## config.mk

```make
export PLATFORM = sky130hd
export DESIGN_NAME = can_test_reg
export DESIGN_NICKNAME = d
export VERILOG_FILES = /design/src/rtl/can_test_pkg.sv /design/src/rtl/can_test_ctrl.sv /design/src/rtl/can_test_dp.sv /design/src/rtl/can_test_reg.sv
export SDC_FILE = /design/constraint.sdc
export NUM_CORES = 1
export LEC_CHECK = 0
export BUFFER_PORTS_ARGS = -buffer_cell sky130_fd_sc_hd__buf_4
export CORE_AREA = 8 8 52 54
export CTS_BUF_LIST = sky130_fd_sc_hd__clkbuf_2 sky130_fd_sc_hd__clkbuf_4 sky130_fd_sc_hd__clkbuf_8
export DETAILED_ROUTE_END_ITERATION = 16
export DIE_AREA = 0 0 60 62
export PLACE_DENSITY_LB_ADDON = 0.2
export SYNTH_ARGS = -nofsm -noshare
export SYNTH_HDL_FRONTEND = slang
export SYNTH_HIERARCHICAL = 1
export SYNTH_SLANG_ARGS = --single-unit
```

## constraint.sdc

```tcl
create_clock -name clk -period 1.3 [get_ports clk]
set_input_delay 0.065 -clock clk [delete_from_list [all_inputs] [get_ports clk]]
set_output_delay 0.065 -clock clk [all_outputs]
set_load 0.01 [all_outputs]
```

## src/rtl/can_test_pkg.sv

```systemverilog
package can_test_pkg;

  typedef enum logic [1:0] {
    TX_CORE   = 2'd0,
    TX_SAMPLE = 2'd1,
    TX_DOM    = 2'd2,
    TX_REC    = 2'd3
  } txSel_e;

  typedef struct packed {
    logic   clrAll;
    logic   load;
    logic   newLoop;
    txSel_e newTx;
  } regStrobe_t;

endpackage

```

## src/rtl/can_test_ctrl.sv

```systemverilog
module can_test_ctrl
  import can_test_pkg::*;
#(
  parameter int ADDR_W    = 8,
  parameter int DATA_W    = 32,
  parameter logic [ADDR_W-1:0] REG_ADDR = 8'h10,
  parameter int LOOP_BIT  = 4,
  parameter int TXSEL_LSB = 5
) (
  input  logic              clk,
  input  logic              rstN,
  input  logic              testEn,
  input  logic              busWrEn,
  input  logic [ADDR_W-1:0] busAddr,
  input  logic [DATA_W-1:0] busWrData,
  output regStrobe_t        strb,
  output logic              rdHit
);

  logic addrHit;
  logic unusedWrBits;

  assign addrHit      = (busAddr == REG_ADDR);
  assign rdHit        = addrHit;
  assign unusedWrBits = ^busWrData;

  always_comb begin
    strb.clrAll  = ~testEn;
    strb.load    = testEn & busWrEn & addrHit;
    strb.newLoop = busWrData[LOOP_BIT];
    strb.newTx   = txSel_e'(busWrData[TXSEL_LSB +: 2]);
  end


  no_load_when_locked_chk: assert property (@(posedge clk) disable iff (!rstN)
    !testEn |-> !strb.load);


  no_load_off_addr_chk: assert property (@(posedge clk) disable iff (!rstN)
    (busAddr != REG_ADDR) |-> !strb.load);

endmodule

```

## src/rtl/can_test_dp.sv

```systemverilog
module can_test_dp
  import can_test_pkg::*;
#(
  parameter int DATA_W      = 32,
  parameter int LOOP_BIT    = 4,
  parameter int TXSEL_LSB   = 5,
  parameter int RX_BIT      = 7,
  parameter int SYNC_STAGES = 2
) (
  input  logic              clk,
  input  logic              rstN,
  input  regStrobe_t        strb,
  input  logic              rdHit,
  input  logic              coreTx,
  input  logic              samplePt,
  input  logic              rxPin,
  output logic [DATA_W-1:0] rdData,
  output logic              txPin,
  output logic              coreRx
);

  logic                   loopQ;
  txSel_e                 txSelQ;
  logic [SYNC_STAGES-1:0] rxStage;
  logic                   rxSync;
  logic                   txNext;

  // test fields: clear has priority over load
  always_ff @(posedge clk) begin
    if (!rstN || strb.clrAll) begin
      loopQ  <= 1'b0;
      txSelQ <= TX_CORE;
    end else if (strb.load) begin
      loopQ  <= strb.newLoop;
      txSelQ <= strb.newTx;
    end
  end

  // receive synchronizer chain
  always_ff @(posedge clk) begin
    if (!rstN) rxStage[0] <= 1'b1;
    else       rxStage[0] <= rxPin;
  end

  generate
    for (genvar i = 1; i < SYNC_STAGES; i++) begin : gSync
      always_ff @(posedge clk) begin
        if (!rstN) rxStage[i] <= 1'b1;
        else       rxStage[i] <= rxStage[i-1];
      end

      sync_shift_chk: assert property (@(posedge clk) disable iff (!rstN)
        $past(rstN) |-> rxStage[i] == $past(rxStage[i-1]));
    end
  endgenerate

  assign rxSync = rxStage[SYNC_STAGES-1];

  // transmit pin mux
  always_comb begin
    unique case (txSelQ)
      TX_CORE:   txNext = coreTx;
      TX_SAMPLE: txNext = ~samplePt;
      TX_DOM:    txNext = 1'b0;
      TX_REC:    txNext = 1'b1;
      default:   txNext = 1'b1;
    endcase
  end

  always_ff @(posedge clk) begin
    if (!rstN) txPin <= 1'b1;
    else       txPin <= txNext;
  end

  assign coreRx = loopQ ? coreTx : rxSync;

  always_comb begin
    rdData = '0;
    if (rdHit) begin
      rdData[LOOP_BIT]         = loopQ;
      rdData[TXSEL_LSB +: 2]   = txSelQ;
      rdData[RX_BIT]           = rxSync;
    end
  end


  clear_on_lock_chk: assert property (@(posedge clk) disable iff (!rstN)
    strb.clrAll |=> (!loopQ && txSelQ == TX_CORE));


  sample_dom_chk: assert property (@(posedge clk) disable iff (!rstN)
    (txSelQ == TX_SAMPLE && samplePt && !strb.clrAll && !strb.load) |=> !txPin);


  force_dom_chk: assert property (@(posedge clk) disable iff (!rstN)
    (txSelQ == TX_DOM) |=> !txPin);


  force_rec_chk: assert property (@(posedge clk) disable iff (!rstN)
    (txSelQ == TX_REC) |=> txPin);


  loop_route_chk: assert property (@(posedge clk) disable iff (!rstN)
    loopQ |-> (coreRx == coreTx));

endmodule

```

## src/rtl/can_test_reg.sv

```systemverilog
module can_test_reg
  import can_test_pkg::*;
#(
  parameter int ADDR_W      = 8,
  parameter int DATA_W      = 32,
  parameter logic [ADDR_W-1:0] REG_ADDR = 8'h10,
  parameter int LOOP_BIT    = 4,
  parameter int TXSEL_LSB   = 5,
  parameter int RX_BIT      = 7,
  parameter int SYNC_STAGES = 2
) (
  input  logic              clk,
  input  logic              rstN,
  input  logic              testEn,
  input  logic              busWrEn,
  input  logic [ADDR_W-1:0] busAddr,
  input  logic [DATA_W-1:0] busWrData,
  output logic [DATA_W-1:0] busRdData,
  input  logic              coreTx,
  input  logic              samplePt,
  input  logic              rxPin,
  output logic              txPin,
  output logic              coreRx
);

  regStrobe_t strb;
  logic       rdHit;

  can_test_ctrl #(
    .ADDR_W(ADDR_W), .DATA_W(DATA_W), .REG_ADDR(REG_ADDR),
    .LOOP_BIT(LOOP_BIT), .TXSEL_LSB(TXSEL_LSB)
  ) ctrl_i (
    .clk(clk), .rstN(rstN), .testEn(testEn), .busWrEn(busWrEn),
    .busAddr(busAddr), .busWrData(busWrData), .strb(strb), .rdHit(rdHit)
  );

  can_test_dp #(
    .DATA_W(DATA_W), .LOOP_BIT(LOOP_BIT), .TXSEL_LSB(TXSEL_LSB),
    .RX_BIT(RX_BIT), .SYNC_STAGES(SYNC_STAGES)
  ) dp_i (
    .clk(clk), .rstN(rstN), .strb(strb), .rdHit(rdHit),
    .coreTx(coreTx), .samplePt(samplePt), .rxPin(rxPin),
    .rdData(busRdData), .txPin(txPin), .coreRx(coreRx)
  );

endmodule

```

==> results.md <==
- DR DRC count: 0
- Io pins: 81
- DR WL met2: 580 um
- Gr usage total: 5.78%
- DRT iter0 DRCs: 4
- Max Buffers Root-to-Sink: 2
- Clock-pin slew on the worst setup and hold paths: 0.04 ns
- Post-route antenna net violation count: 0
- Remaining Overflow, GRT: 0
- First-pass GRT wire length: 1560 um
- CTS tree: built
- H-tree Lvls: 1
- GPL Wtd Cong: 0.606
- Rows: 16
- Width of the die: 60 um
- Area after DPL: 594 um2
- CTS resizes: 0
- CP Launch Type: flip-flop
- Hold WC Path Type: primary input to flip-flop
- Crit path buf inv count: 1
- RSZ-0062 raised after global routing: false
- Die H: 62 um
- Peak VDD IR: 0.000256 V
- Top routing layer in use: met3
- Pwr Density: 726 mW/mm2
- Yosys warns: 6
- Vias per cell: 3.32
- #FFs+latches synth: 6
- Via count: 368
- Final instance area: 627 um2
- Slew Limit Fails: 0
- Netlist Area Pre-Place: 519 um2
- WL final: 1090 um
- Sink Count: 6
- Synth unique cells: 14
- Cells after synthesis: 61
- Most frequent cells in the layout: conb_1 (28), buf_4 (23), dfxtp_1 (6)
- Lkg Pwr: 0.321 nW
- Final setup fails: 0
- Final worst-path cycle share: 85.6%
- Hold Fails Final Rpt: 0
- WS Path Type: flip-flop to output port
- Initial Util: 27.3%
- Largest stage delay, worst path: 0.34 ns
- Post-synthesis sequential area ratio: 23.1%
- Share of layout cells above drive strength 1: 32.1%
- Total die area: 0.00372 mm2
- Root buffer cell: clkbuf_4
- Fin crit period: 1.11 ns
- Fillers: 235
- Top Family by Delay on Critical Path: flip-flops
- N_diodes: 0
- Hold buffers post-CTS: 1
- Met3 Wirelength: 177 um
- Status: finished clean
- Initial antenna violation count: 0
- Leading cell type in the layout, fill and taps excluded: conb_1
- Setup Buffers After CTS: 0
- Wire per inst: 9.80 um
- Crit path cell chain: mux2_1 -> buf_4
- # nets final: 133
- CP max FO: 3
- Vias in the first global route: 378
- CP required: 1.24 ns
- Fmax: 899 MHz
- Setup TNS: 0 ns
- Largest net degree at the start of global routing: 6
- Port Buf Inserts: 23
- Slowest stage cell, crit path: dfxtp_1
- Clock Skews: 0.00160 ns
- Area grow syn2layout: 20.7%
- DR pass1 iterations: 2
- CTS Buf Count: 3
- Critical path endpoint category: output port
- WP data arrival: 1.05 ns
- Core Region: 0.00190 mm2
- Worst skew pair latency: 0.24 ns
- Routed met1 length: 330 um
- Max cap viols: 0
- Post-Syn Area per Cell: 8.51 um2
## synth_stat cells
library cell | number | area share, %
mux2_1 | 1 | 2.2
mux2i_1 | 3 | 5.8
nor2_1 | 3 | 2.2
nor4b_2 | 1 | 2.9
inv_1 | 2 | 1.4
nand2b_1 | 4 | 4.8
a31oi_1 | 1 | 1.2
and4_1 | 1 | 1.7
buf_4 | 31 | 45
and4b_1 | 1 | 1.9
nor4_1 | 1 | 1.2
and2_1 | 5 | 6.0
conb_1 | 1 | 0.72
dfxtp_1 | 6 | 23
## path summary, 6_finish.rpt
check | from | endpoint | slack, ns | depth (start not counted)
worst min register to register | dp_i/rxStage[0] | dp_i/rxSync | 0.40 | 1
worst max register to register | dp_i/txSelQ[1] | dp_i/txPin | 0.55 | 2
worst min-delay path | rstN | dp_i/rxStage[0] | 0.03 | 2
worst max-delay path | dp_i/loopQ | coreRx | 0.19 | 2
## flip-flops by register name, summed over array words and instances, names as in the netlist
name / cells
dp_i/rxSync: 1
dp_i/rxStage: 1
dp_i/txPin: 1
dp_i/loopQ: 1
dp_i/txSelQ: 2
## power breakdown
part / internal (mW) / switching (mW) / total (mW)
combinational: 0.0434 / 0.0549 / 0.0983
sequential: 0.189 / 0.000918 / 0.190
clock: 0.104 / 0.0628 / 0.167
## per-layer routing
metal | up-vias | GRT usage (%)
li1 | 184 | -
met1 | 158 | 4.78
met2 | 26 | 10.8
met3 | 0 | 3.29
met4 | 0 | 3.06
met5 | - | 0
## area by class of cell
class                      instances  area (um2)  area share, %
clock buffer                       3        22.5           3.59
sequential                         6         120           19.2
timing repair buffer              24         183           29.1
tap                               27        33.8           5.39
inverter                           2        7.51           1.20
multi-input combinational         49         260           41.5
## cell families (layout without fill, tap and decap cells)
group,Yosys count,after routing,synth area share (%)
AO/OA/AOI/OAI,1,1,1.21
buffers and inverters,33,29,46.3
flip-flops,6,6,23.1
multiplexers,4,4,7.95
other,1,28,0.722
AND/OR/NAND/NOR,16,16,20.7
## worst reg2reg max path, stage by stage (launching register included)
cell and delay, ns:
dfxtp_1 0.34, and4b_1 0.20, a31oi_1 0.13
## through the flow
stage | instances | util (%) | setup WS, ns | hold WS [ns] | total power, mW
after floorplan | 88 | - | 0.326 | 0.138 | 0.308
after global placement | 107 | 31.3 | 0.101 | 0.251 | 0.286
after CTS | 111 | 33.0 | 0.171 | 0.0228 | 0.464
final | 111 | 33.0 | 0.187 | 0.0327 | 0.455
after detailed placement | 107 | 31.3 | 0.0978 | 0.254 | 0.287
after global routing | 111 | 33.0 | 0.129 | 0.0343 | 0.484
(Power assumes the default switching activity.)
